==> src/rtl/evo_dec_pkg.sv <==
package evo_dec_pkg;

    localparam int SLOT_W   = 8;
    localparam int OPF_W    = 16;
    localparam int OPF_HI   = 63;
    localparam int SLOT0_HI = 47;
    localparam int N_FIELDS = 3;

    typedef enum logic [0:0] {
        ST_EMPTY = 1'b0,
        ST_FULL  = 1'b1
    } stage_state_t;

endpackage

==> src/rtl/evo_reg_field_fix.sv <==
module evo_reg_field_fix #(
    parameter int REG_BITS = 4
) (
    input  logic [7:0]          slot,
    output logic [REG_BITS-1:0] reg_idx,
    output logic                fixed
);

    logic [REG_BITS-1:0] gray_fixed;

    generate
        if (REG_BITS == 4) begin : g_mode16
            logic       unused_spare;
            logic [2:0] par_rx;
            logic [2:0] par_calc;
            logic [2:0] syn;
            logic [3:0] flip;
            logic       da, db, dc, dd;

            assign unused_spare = slot[7];
            assign par_rx = slot[6:4];
            assign da = slot[3];
            assign db = slot[2];
            assign dc = slot[1];
            assign dd = slot[0];

            always_comb begin
                par_calc = {da ^ db ^ dc, db ^ dc ^ dd, dc ^ dd ^ da};
                syn      = par_rx ^ par_calc;
                unique case (syn)
                    3'b101:  flip = 4'b1000;
                    3'b110:  flip = 4'b0100;
                    3'b111:  flip = 4'b0010;
                    3'b011:  flip = 4'b0001;
                    default: flip = 4'b0000;
                endcase
                gray_fixed = slot[3:0] ^ flip;
                fixed      = |syn;
            end

            // after repair the word sits within one bit of a codeword
            always_comb begin
                AST_CODEWORD_CLOSE: assert ($countones(par_rx ^ {gray_fixed[3] ^ gray_fixed[2] ^ gray_fixed[1],
                                                                   gray_fixed[2] ^ gray_fixed[1] ^ gray_fixed[0],
                                                                   gray_fixed[1] ^ gray_fixed[0] ^ gray_fixed[3]}) <= 1);
            end
        end else begin : g_mode32
            logic [2:0] par_rx;
            logic [2:0] par_calc;
            logic [2:0] syn;
            logic [4:0] flip;
            logic       da, db, dc, dd, de;

            assign par_rx = slot[7:5];
            assign de = slot[4];
            assign da = slot[3];
            assign db = slot[2];
            assign dc = slot[1];
            assign dd = slot[0];

            always_comb begin
                par_calc = {da ^ db ^ dc, db ^ dc ^ dd, dc ^ dd ^ de};
                syn      = par_rx ^ par_calc;
                unique case (syn)
                    3'b110:  flip = 5'b01000;
                    3'b111:  flip = 5'b00100;
                    3'b011:  flip = 5'b00010;
                    default: flip = 5'b00000;
                endcase
                gray_fixed = {da, db, dc, dd, de} ^ flip;
                fixed      = |syn;
            end
        end
    endgenerate

    always_comb begin
        reg_idx[REG_BITS-1] = gray_fixed[REG_BITS-1];
        for (int i = REG_BITS - 2; i >= 0; i--) begin
            reg_idx[i] = reg_idx[i+1] ^ gray_fixed[i];
        end
    end

endmodule

==> src/rtl/evo_opcode_check.sv <==
module evo_opcode_check #(
    parameter int OPC_BITS = 8,
    parameter int OP_COUNT = 200
) (
    input  logic [15:0]         field,
    output logic [OPC_BITS-1:0] opcode,
    output logic                nop
);

    localparam int CHK_W = 16 - OPC_BITS;
    localparam logic [OPC_BITS:0] LIMIT = OP_COUNT[OPC_BITS:0];

    logic [OPC_BITS-1:0] value;
    logic [CHK_W-1:0]    check;
    logic                mismatch;
    logic                out_of_range;

    assign value = field[15 -: OPC_BITS];
    assign check = field[CHK_W-1:0];

    always_comb begin
        mismatch     = (check != ~value[CHK_W-1:0]);
        out_of_range = ({1'b0, value} >= LIMIT);
        nop          = mismatch || out_of_range;
        opcode       = nop ? '0 : value;
    end

endmodule

==> src/rtl/evo_out_stage.sv <==
module evo_out_stage
    import evo_dec_pkg::*;
#(
    parameter int PAY_W = 8
) (
    input  logic             clk,
    input  logic             rst_n,
    input  logic             in_valid,
    output logic             in_ready,
    input  logic [PAY_W-1:0] in_payload,
    output logic             out_valid,
    input  logic             out_ready,
    output logic [PAY_W-1:0] out_payload
);

    stage_state_t state, state_nx;
    logic [PAY_W-1:0] hold_q;
    logic             take;

    always_ff @(posedge clk) begin
        if (!rst_n) state <= ST_EMPTY;
        else        state <= state_nx;
    end

    always_comb begin
        state_nx = state;
        unique case (state)
            ST_EMPTY: if (in_valid) state_nx = ST_FULL;
            ST_FULL:  if (out_ready && !in_valid) state_nx = ST_EMPTY;
            default:  state_nx = ST_EMPTY;
        endcase
    end

    always_comb begin
        in_ready    = (state == ST_EMPTY) || out_ready;
        out_valid   = (state == ST_FULL);
        out_payload = hold_q;
        take        = in_valid && in_ready;
    end

    always_ff @(posedge clk) begin
        if (!rst_n)    hold_q <= '0;
        else if (take) hold_q <= in_payload;
    end

    AST_ACCEPT_SHOWN: assert property (@(posedge clk) disable iff (!rst_n)
        (in_valid && in_ready) |=> out_valid);
    AST_STALL_HOLD: assert property (@(posedge clk) disable iff (!rst_n)
        (out_valid && !out_ready) |=> (out_valid && $stable(out_payload)));

endmodule

==> src/rtl/evo_insn_decoder.sv <==
module evo_insn_decoder
    import evo_dec_pkg::*;
#(
    parameter int REG_BITS = 4,
    parameter int OPC_BITS = 8,
    parameter int OP_COUNT = 200
) (
    input  logic                clk,
    input  logic                rst_n,
    input  logic                in_valid,
    output logic                in_ready,
    input  logic [63:0]         in_word,
    output logic                out_valid,
    input  logic                out_ready,
    output logic [OPC_BITS-1:0] out_opcode,
    output logic [REG_BITS-1:0] out_rs,
    output logic [REG_BITS-1:0] out_rt,
    output logic [REG_BITS-1:0] out_rd,
    output logic                out_nop,
    output logic [2:0]          out_fixed
);

    localparam int PAY_W = 1 + OPC_BITS + N_FIELDS * REG_BITS + N_FIELDS;
    localparam logic [OPC_BITS:0] LIMIT = OP_COUNT[OPC_BITS:0];

    logic [REG_BITS-1:0] dec_idx [N_FIELDS];
    logic [N_FIELDS-1:0] dec_fix;
    logic [OPC_BITS-1:0] dec_op;
    logic                dec_nop;
    logic [23:0]         unused_low;
    logic [PAY_W-1:0]    pay_in;
    logic [PAY_W-1:0]    pay_out;

    assign unused_low = in_word[23:0];

    genvar gi;
    generate
        for (gi = 0; gi < N_FIELDS; gi++) begin : g_field
            evo_reg_field_fix #(
                .REG_BITS (REG_BITS)
            ) i_fix (
                .slot    (in_word[SLOT0_HI - gi*SLOT_W -: SLOT_W]),
                .reg_idx (dec_idx[gi]),
                .fixed   (dec_fix[N_FIELDS-1-gi])
            );
        end
    endgenerate

    evo_opcode_check #(
        .OPC_BITS (OPC_BITS),
        .OP_COUNT (OP_COUNT)
    ) i_opc (
        .field  (in_word[OPF_HI -: OPF_W]),
        .opcode (dec_op),
        .nop    (dec_nop)
    );

    assign pay_in = {dec_nop, dec_op, dec_idx[0], dec_idx[1], dec_idx[2], dec_fix};

    evo_out_stage #(
        .PAY_W (PAY_W)
    ) i_stage (
        .clk         (clk),
        .rst_n       (rst_n),
        .in_valid    (in_valid),
        .in_ready    (in_ready),
        .in_payload  (pay_in),
        .out_valid   (out_valid),
        .out_ready   (out_ready),
        .out_payload (pay_out)
    );

    assign {out_nop, out_opcode, out_rs, out_rt, out_rd, out_fixed} = pay_out;

    AST_LEGAL_OPCODE: assert property (@(posedge clk) disable iff (!rst_n)
        (out_valid && !out_nop) |-> ({1'b0, out_opcode} < LIMIT));
    AST_NOP_CLEARS: assert property (@(posedge clk) disable iff (!rst_n)
        (out_valid && out_nop) |-> (out_opcode == '0));

endmodule

==> config.mk <==
export PLATFORM = sky130hd
export DESIGN_NAME = evo_insn_decoder
export DESIGN_NICKNAME = d
export VERILOG_FILES = /design/src/rtl/evo_dec_pkg.sv /design/src/rtl/evo_reg_field_fix.sv /design/src/rtl/evo_opcode_check.sv /design/src/rtl/evo_out_stage.sv /design/src/rtl/evo_insn_decoder.sv
export SDC_FILE = /design/constraint.sdc
export NUM_CORES = 1
export LEC_CHECK = 0
export ABC_AREA = 1
export ABC_CLOCK_PERIOD_IN_PS = 2000
export BUFFER_PORTS_ARGS = -buffer_cell sky130_fd_sc_hd__buf_2
export CORE_MARGIN = 1
export CORE_UTILIZATION = 48
export DETAILED_ROUTE_END_ITERATION = 7
export PLACE_DENSITY = 0.84
export SLEW_MARGIN = 30
export SYNTH_ARGS = -nofsm -noshare
export SYNTH_HDL_FRONTEND = slang
export SYNTH_SLANG_ARGS = --single-unit
export TNS_END_PERCENT = 5
==> constraint.sdc <==
create_clock -name clk -period 2 [get_ports clk]
set_input_delay 0.3 -clock clk [delete_from_list [all_inputs] [get_ports clk]]
set_output_delay 0.3 -clock clk [all_outputs]
set_load 0.05 [all_outputs]
---- Word level (Yosys, flattened, before mapping) ----
Index checks and enable logic that the tools add are counted.
cells by class
  magnitude comparators ................... 1
  multiplexer cells ....................... 7
  reductions and logical operators ........ 8
  bitwise operators ....................... 35
  equality and inequality tests ........... 13
operators with widths
  cell                                                                    number
  4-bit one-hot mux with 4 select lines                                   3
  3-bit equality test (second input constant)                             9
  1-bit bitwise XOR                                                       27
  4-bit bitwise XOR                                                       3
  3-bit by 2-bit equality test with 1-bit output (second input constant)  3
  3-bit OR reduction                                                      3
  3-bit bitwise XOR                                                       3
  8-bit >= comparator (second input constant)                             1
  8-bit 2-to-1 mux                                                        1
  8-bit != test                                                           1
  8-bit NOT                                                               1
  1-bit logical AND                                                       2
  1-bit logical OR                                                        2
  1-bit 2-to-1 mux                                                        2
  1-bit one-hot mux with 2 select lines                                   1
  1-bit logical NOT                                                       1
  1-bit NOT                                                               1
word-level totals
  logic and storage cells ................. 66
  bits of input ports ..................... 68
  bits in registers ....................... 25
  output and inout bits ................... 26

---- Logic depth before layout (Yosys ltp) ----
Gate-level depths: netlist of run 1.
  depth after elaboration ................. 9
  gate-level depth with buffers ........... 17
  depth with buffers taken out ............ 16

---- By module ----
Synthesis of run 1 repeated with hierarchy kept, for this count alone.
second synthesis, totals
  cell total of the unflattened synthesis .. 475
  area, all modules ....................... 2576.2 µm²
modules (own cells, without submodules)
  module             cells an instance  area each (µm²)  seq. area each (µm²)  times used
  evo_reg_field_fix  86                 395.4            0.0                   3
  evo_out_stage      162                1143.6           500.5                 1
  evo_opcode_check   55                 246.5            0.0                   1

---- Worst setup path before layout of run 1 ----
No wires, ideal clock.
  kind .................................... reg-to-reg
  start ................................... register i_stage.state, in the netlist i_stage.out_valid
  end ..................................... register i_stage.hold_q[10], in the netlist i_stage.out_payload[10]
  period minus slack after synthesis ...... 2.030 ns
  arrival time ............................ 1.914 ns
  cell stages (with the launch flop) ...... 8
  setup slack ............................. -0.030 ns
  library setup time ...................... 0.117 ns
  required time ........................... 1.883 ns
  path buffers ............................ 2
  cell sequence ........................... dfxtp_1 nand2_1 nand2_1 inv_1 buf_4 clkbuf_1 o211ai_1 inv_1
between the ends
  word-level cells in the longest chain between the ends .. 3
ends and longest elaborated chain
  item                    line                    RTL
  start, declared         evo_out_stage.sv:16     stage_state_t state, state_nx;
  start signal, assigned  evo_out_stage.sv:22     else state <= state_nx;
  1-bit NOT               evo_out_stage.sv:35     in_ready = (state == ST_EMPTY) || out_ready;
  1-bit logical OR        evo_out_stage.sv:35
  net in_ready            evo_insn_decoder.sv:11  output logic in_ready,
  1-bit logical AND       evo_out_stage.sv:38     take = in_valid && in_ready;
  end signal, assigned    evo_out_stage.sv:43     else if (take) hold_q <= in_payload;
  end, declared           evo_out_stage.sv:17     logic [PAY_W-1:0] hold_q;
The timed path passes the listed nets, and every way through them passes these cells.
A chain may end at the register's enable or synchronous reset.

---- Final worst setup path of run 1 ----
  start ................................... input in_word[42]
  end ..................................... register i_stage.hold_q[11], in the netlist i_stage.out_payload[11]
between the ends
  word-level cells in the longest chain between the ends .. 9
  elaborated cells between the ends (all ways) .. 14
  classes of those cells .................. 4 x eq/ne; 1 x mux; 9 x bitwise
ends and longest elaborated chain
  item                                                                                          line                     RTL
  start, declared                                                                               evo_insn_decoder.sv:12   input logic [63:0] in_word,
  1-bit bitwise XOR (2 in series)                                                               evo_reg_field_fix.sv:28  par_calc = {da ^ db ^ dc, db ^ dc ^ dd, dc ^ dd ^ da};
  3-bit bitwise XOR                                                                             evo_reg_field_fix.sv:29  syn = par_rx ^ par_calc;
  3-bit by 2-bit equality test with 1-bit output / 3-bit equality test (equally long branches)  evo_reg_field_fix.sv:30  unique case (syn)
  4-bit one-hot mux with 4 select lines                                                         evo_reg_field_fix.sv:30
  4-bit bitwise XOR (*)                                                                         evo_reg_field_fix.sv:37  gray_fixed = slot[3:0] ^ flip;
  1-bit bitwise XOR (2 in series)                                                               evo_reg_field_fix.sv:79  reg_idx[i] = reg_idx[i+1] ^ gray_fixed[i];
  1-bit bitwise XOR (*)                                                                         evo_reg_field_fix.sv:79
Every way passes the cells marked *; elsewhere a longest branch is shown, timed or not.

==> flow_summary_export.csv, run 1 <==
group,metric,value,unit
finish,antenna_cells,0,
flow_run,maxCapViolCount,0,
clock_network,insertion_delay,270,ps
route,routedWlPerCell,9.55,um
finish,fillCellCount,410,
clock_network,cts_buffers,3,
placement,dp.cells,466,
yosys,synth_area_per_cell,6.00,um^2
die,die-area,4730,um^2
yosys,synthSimpleGateAreaFrac,51.0,%
timing,period_share,70.9,%
clock_network,postCtsSetupRepairBufs,0,
grt,grt_pass1_wl,7100,um
grt,grt_overflow_total,0,
yosys,synth_area_leaders,"nand2_1 24%, dfxtp_1 23%, nand2_2 7.0%, inv_1 6.3%, nand4_1 4.4%",
placement,gp_congestion,0.805,
worst_setup_path,reg2reg_from,"i_stage.out_valid$_SDFF_PN0_",
timing,whs,275,ps
finish,mostFrequentLayoutCells,"137 x nand2_1, 66 x buf_2, 36 x inv_1",
clock_network,clkSinkCount,25,
finish,fin_cells,470,
timing,finalHoldViolCount,0,
yosys,synth_seq_area_share,23.4,%
yosys,ys_types,28,
clock_network,cts_resized,0,
worst_setup_path,crit_path_start,"in_word[42]",
yosys,synth_mux_area_share,0,%
clock_network,clk_pin_slew,90,ps
die,pin_count,94,
pwr,ir_drop,0.467,mV
yosys,synth_cells,357,
route,viasPerCell,4.92,
die,die_w,68.8,um
clock_network,postCtsHoldBufs,0,
route,drt-total-wl,4490,um
finish,nNetsFinal,489,
pwr,power_density,573,nW/um^2
route,ant_nets,0,
worst_setup_path,endpoint,"i_stage.out_payload[11]$_SDFFE_PN0P_",
timing,worstMarginPinSlew,346,ps
route,drc,0,
die,die_h,68.8,um
timing,min_period,1420,ps
clock_network,cts_root_buffer,"clkbuf_8",
worst_setup_path,crit_required,2160,ps
timing,max_freq,0.705,GHz
timing,skew,10.1,ps
yosys,synth-compound-area-share,8.29,%
clock_network,cts_tree,"built",
worst_setup_path,timing.rr.end,"i_stage.out_payload[11]$_SDFFE_PN0P_",
yosys,syn_nets,425,
finish,syn2layout_area_growth,18.8,%
timing,setup_violations,0,
worst_setup_path,start_kind,"primary input",
grt,antenna_found_initial,0,
route,drt-pass1-iter-count,4,
die,start_util,51.7,%
finish,drive_gt1_share,31.7,%
worst_setup_path,crit_fanout,7,
grt,grt_usage,19.1,%
worst_setup_path,crit_type,"primary input to flip-flop",
yosys,synth_top_cell_by_area,"nand2_1",
placement,io_buffers,66,
clock_network,cts.htree.levels,1,
worst_setup_path,rrSetupSlack,690,ps
timing,rsz0062_at_grt,"false",
timing,slew_headroom,76.9,%
worst_hold_path,min_path_type,"primary input to flip-flop",
grt,grt_max_degree,30,
yosys,synth_fa_ha_area_share,0,%
die,num_rows,23,
worst_setup_path,r2r_cells,9,
yosys,ys_seq_elements,25,
worst_setup_path,cp-end-kind,"flip-flop",
yosys,netlist.area_leader.share,24.2,%
yosys,synth_top_family_by_area,"simple AND/OR/NAND/NOR gates",
timing,tns,0,ps
run_status,run_status,"completed",
clock_network,clockBufferDepth,2,
route,drtIter0Drc,105,
placement,place_hpwl,3680,um
grt,grt_pass1_vias,1840,
worst_hold_path,min-delay-start,"in_valid",
yosys,syn-cell-area,2140,um^2
yosys,synth_xor_area_share,5.32,%
route,vias,2314,
die,core_area,4140,um^2
worst_setup_path,arrival,1580,ps
yosys,yosys_warnings,0,
pwr,leakagePower,1.45,nW
finish,final_common_cell,"nand2_1",
timing,slew_violations,0,
-- cell usage after synthesis, drive strengths merged --
cell type,instances
xor2,4
o311ai,1
nor2,18
o211ai,7
nand3,21
nor4,1
a21oi,9
dfxtp,25
o21ai,9
nand3b,1
xnor2,9
nand2,170
inv,52
or2,1
clkinv,1
nand4,15
nor3,1
buf,5
a41oi,3
clkbuf,4
-- worst max-delay path: stages --
cell and delay [ps]:
buf_2 140, inv_2 90, nand2_1 50, nand2_1 70, nand2_2 70, nand2_4 100
inv_2 50, nand3_1 80, nand2_1 50, nand2_1 100, nand2_1 60, nand3_1 100
nand3_2 100, nor2_1 130, nor2_2 50
-- state kept, by name, indices dropped and copies added, names as in the netlist --
| register | flops |
|---|---|
| i_stage.out_payload | 24 |
| i_stage.out_valid | 1 |
-- layout make-up --
type / instances / area, um^2 / share of cell area [%]
clock inverters: 1 / 5.00 / 0.197
flip-flops and latches: 25 / 500 / 19.7
repair buffers: 68 / 345 / 13.6
clock buffers: 3 / 41.3 / 1.62
multi-input cells: 270 / 1390 / 54.5
well taps: 50 / 62.6 / 2.46
inverters: 53 / 204 / 8.01
-- through the flow --
step	instance area (um^2)	power, W	utilization [%]	setup WS, ps
after global placement	2500	0.00116	60.3	376
after global routing	2540	0.00156	61.4	336
after detailed placement	2500	0.00117	60.3	303
final	2540	0.00146	61.4	582
after CTS	2540	0.00148	61.4	583
after floorplan	2140	0.00103	-	145
-- worst min path at each step --
stage	end	slack [ps]	depth (start not counted)
after floorplan	i_stage.out_valid$_SDFF_PN0_	430	2
after detailed placement	i_stage.out_payload[15]$_SDFFE_PN0P_	450	2
after CTS	i_stage.out_valid$_SDFF_PN0_	270	3
after global routing	i_stage.out_valid$_SDFF_PN0_	270	3
final	i_stage.out_valid$_SDFF_PN0_	270	3
after global placement	i_stage.out_payload[20]$_SDFFE_PN0P_	450	2
-- cells by family (layout without fill, tap and decap cells) --
| logic type | count (synthesis) | count (layout) |
|---|---|---|
| buffers and inverters | 62 | 125 |
| XOR/XNOR | 13 | 13 |
| AND/OR/NAND/NOR | 228 | 228 |
| AO/OA/AOI/OAI | 29 | 29 |
| flip-flops | 25 | 25 |
-- where the power goes --
group	internal, W	switching, W	total (W)	leakage, nW
registers	0.000531	0.0000157	0.000547	0.206
clock network	0.000139	0.000158	0.000297	0.0255
logic	0.000190	0.000425	0.000615	1.22
-- layer usage --
layer	track usage [%]	wire length [um]	share of wire [%]	vias up
li1	-	-	-	1249
met2	36.5	2240	50	48
met3	3.45	186	4.1	6
met4	4.85	51	1.1	0
met5	0	0	0	-
met1	21.5	2010	45	1011
No activity file was read; power rests on OpenSTA's default activity.
==> inputs of run 2 (changes only) <==
--- a/config.mk
+++ b/config.mk
@@ -5,13 +5,13 @@
 export SDC_FILE = /design/constraint.sdc
 export NUM_CORES = 1
 export LEC_CHECK = 0
-export ABC_AREA = 1
-export ABC_CLOCK_PERIOD_IN_PS = 2000
+export ABC_AREA = 0
+export ABC_CLOCK_PERIOD_IN_PS = 1400
 export BUFFER_PORTS_ARGS = -buffer_cell sky130_fd_sc_hd__buf_2
 export CORE_MARGIN = 1
-export CORE_UTILIZATION = 48
+export CORE_UTILIZATION = 44
 export DETAILED_ROUTE_END_ITERATION = 7
-export PLACE_DENSITY = 0.84
+export PLACE_DENSITY = 0.83
 export SLEW_MARGIN = 30
 export SYNTH_ARGS = -nofsm -noshare
 export SYNTH_HDL_FRONTEND = slang
==> constraint.sdc (replaced) <==
create_clock -name clk -period 1.4 [get_ports clk]
set_input_delay 0.21 -clock clk [delete_from_list [all_inputs] [get_ports clk]]
set_output_delay 0.21 -clock clk [all_outputs]
set_load 0.05 [all_outputs]
==> flow_summary_export.csv, run 2 <==
group,metric,value,unit
run_status,run_status,"completed",
route,drc,0,
clock_network,postCtsSetupRepairBufs,0,
finish,syn2layout_area_growth,39.2,%
die,die-area,3990,um^2
clock_network,insertion_delay,260,ps
pwr,combPwrFrac,41.6,%
finish,final_common_cell,"buf_2",
finish,register_area,504,um^2
timing,finalHoldViolCount,0,
yosys,netlist.area_leader.share,30.4,%
timing,whs,228,ps
clock_network,cts_root_buffer,"clkbuf_8",
yosys,yosys_warnings,0,
yosys,synth_top_cell_by_area,"dfxtp_1",
yosys,synth_area_per_cell,9.00,um^2
finish,mostFrequentLayoutCells,"66 x buf_2, 25 x buf_4, 24 x dfxtp_1",
yosys,synth_seq_area_share,30.4,%
timing,slew_headroom,67.5,%
die,num_rows,21,
worst_setup_path,crit_fanout,3,
clock_network,clockBufferDepth,2,
route,viasPerCell,5.11,
worst_setup_path,arrival,1500,ps
route,routedWlPerCell,11.4,um
yosys,synth_area_leaders,"dfxtp_1 30%, xnor2_1 10%, xor2_1 10%, a22oi_2 6.1%, o21ai_0 5.5%",
pwr,leakagePower,1.04,nW
grt,antenna_found_initial,0,
clock_network,clk_pin_slew,80,ps
timing,min_period,1300,ps
finish,fillCellCount,324,
timing,slew_violations,0,
route,vias,1631,
yosys,synth_most_common_cell,"dfxtp_1",
worst_setup_path,cpPeakStageDelay,370,ps
route,drtIter0Drc,93,
yosys,syn_nets,251,
yosys,ys.flop_type,"dfxtp_1",
placement,io_buffers,66,
worst_setup_path,cpMaxStageDelayCell,"mux2_2",
yosys,async_flop_share,0,%
timing,worstMarginPinSlew,485,ps
finish,nNetsFinal,342,
clock_network,clkSinkCount,25,
clock_network,cts.htree.levels,1,
grt,grt_usage,19.2,%
worst_setup_path,start_kind,"primary input",
route,drt-total-wl,3650,um
worst_setup_path,critical-path-top-delay-family,"XOR/XNOR gates",
grt,grt_max_degree,26,
timing,rsz0062_at_grt,"false",
die,start_util,47.5,%
pwr,swShare,35.9,%
worst_setup_path,path_cells,"buf_2, xnor2_1, xor2_1, mux2_2, a21o_1, a31oi_1",
yosys,synth-edff-count,0,
grt,grt_pass1_vias,1528,
die,pin_count,94,
timing,period_share,92.9,%
die,core_area,3470,um^2
timing,max_freq,0.769,GHz
route,ant_nets,0,
flow_run,maxCapViolCount,0,
worst_setup_path,critPathBufInv,1,
grt,grt_overflow_total,0,
yosys,ys_types,39,
finish,antenna_cells,0,
yosys,syn-cell-area,1650,um^2
grt,grt_pass1_wl,6350,um
placement,place_hpwl,2910,um
pwr,power_density,893,nW/um^2
worst_hold_path,min_path_type,"primary input to flip-flop",
pwr,intPower,0.00131,W
worst_setup_path,crit_required,1600,ps
finish,largest_reg_flops,24,
pwr,pwr-share-seq,38.1,%
clock_network,cts_tree,"built",
placement,gp_congestion,0.776,
pwr,p_sw,0.000735,W
die,die_w,63.2,um
placement,place_ws,-210,ps
worst_setup_path,cp-end-kind,"flip-flop",
timing,setup_ws,98.9,ps
die,die_h,63.2,um
route,drt-pass1-iter-count,4,
clock_network,postCtsHoldBufs,0,
worst_setup_path,crit_type,"primary input to flip-flop",
yosys,ys_seq_elements,25,
clock_network,cts_buffers,3,
yosys,synth_cells,183,
timing,skew,1.49,ps
timing,setup_violations,0,
pwr,pwr-share-clk,20.2,%
finish,drive_gt1_share,43.2,%
yosys,synth_common_cells,"25 x dfxtp_1, 19 x xnor2_1, 19 x xor2_1, 18 x o21ai_0, 9 x nor2b_1",
finish,multi_input_area,1160,um^2
pwr,ir_drop,0.392,mV
==> run 2: changes by cell type after synthesis, sizes merged, moves of 13 or more <==
cell   delta
nor2     -13
nand3    -14
inv      -51
xor2     +16
nand4    -14
nand2   -161
==> run 2: logic make-up after synthesis <==
group,synth area share [%]
AOI/OAI and AO/OA,23.2
adders and majority gates,3.64
buffers and inverters,1.90
DFF,30.4
xor gates and xnor gates,21.2
muxes,1.37
and+or+nand+nor,18.3
==> run 2: area by class of cell <==
class | instances | area share (%)
inverter | 1 | 0.164
clock buffer | 4 | 1.96
tap | 46 | 2.51
sequential | 25 | 22.0
timing repair buffer | 91 | 22.6
multi-input combinational | 152 | 50.8
==> run 2: worst paths after layout <==
kind                                       start                                   end  slack [ps]  cells past startpoint
min reg2reg  i_stage.out_payload[3]$_SDFFE_PN0P_   i_stage.out_payload[3]$_SDFFE_PN0P_         500                      1
max reg2reg         i_stage.out_valid$_SDFF_PN0_  i_stage.out_payload[21]$_SDFFE_PN0P_         140                      6
min                                  in_word[57]  i_stage.out_payload[16]$_SDFFE_PN0P_         230                      3
max                                  in_word[35]   i_stage.out_payload[8]$_SDFFE_PN0P_         100                      6
==> run 2: per-layer routing <==
metal	global-route usage, %	routed length [um]	vias up	share of wire [%]
met3	1.09	124	6	3.4
met4	7.10	59	0	1.6
met5	0	0	-	0
li1	-	-	838	-
met1	23.1	1600	738	44
met2	35.3	1860	49	51
==> run 2: repair_timing <==
item,4_1_cts,5_1_grt
hold endpoints to repair,0,0
resized for setup,0,4
endpoints found under the setup margin,0,2
==> run 2: worst register-to-register path: stages, from the launching register on <==
cell	delay, ps
dfxtp_4	360
nand2b_4	110
nand2_8	90
nor4b_4	260
buf_4	210
a22oi_2	50
nor2b_1	130
==> run 2: power by group through the flow <==
| stage | logic [W] | clock network (W) | registers [W] |
|---|---|---|---|
| 3_3_place_gp | 0.000824 | 0 | 0.000795 |
| 2_1_floorplan | 0.000386 | 0 | 0.000965 |
| 3_5_place_dp | 0.000838 | 0 | 0.000798 |
| 5_1_grt | 0.000928 | 0.000455 | 0.000789 |
| 4_1_cts | 0.000841 | 0.000429 | 0.000781 |
| 6_report | 0.000853 | 0.000415 | 0.000781 |
==> run 2: per-stage QoR <==
stage | TNS, ps | total power [W] | area, um^2 | instances | utilization (%)
after floorplan | -748 | 0.00135 | 1670 | 183 | -
after global placement | -673 | 0.00162 | 2220 | 315 | 64.0
after detailed placement | -1780 | 0.00164 | 2220 | 315 | 64.0
after CTS | 0 | 0.00205 | 2270 | 319 | 65.3
after global routing | 0 | 0.00217 | 2290 | 319 | 66.1
final | 0 | 0.00205 | 2290 | 319 | 66.1
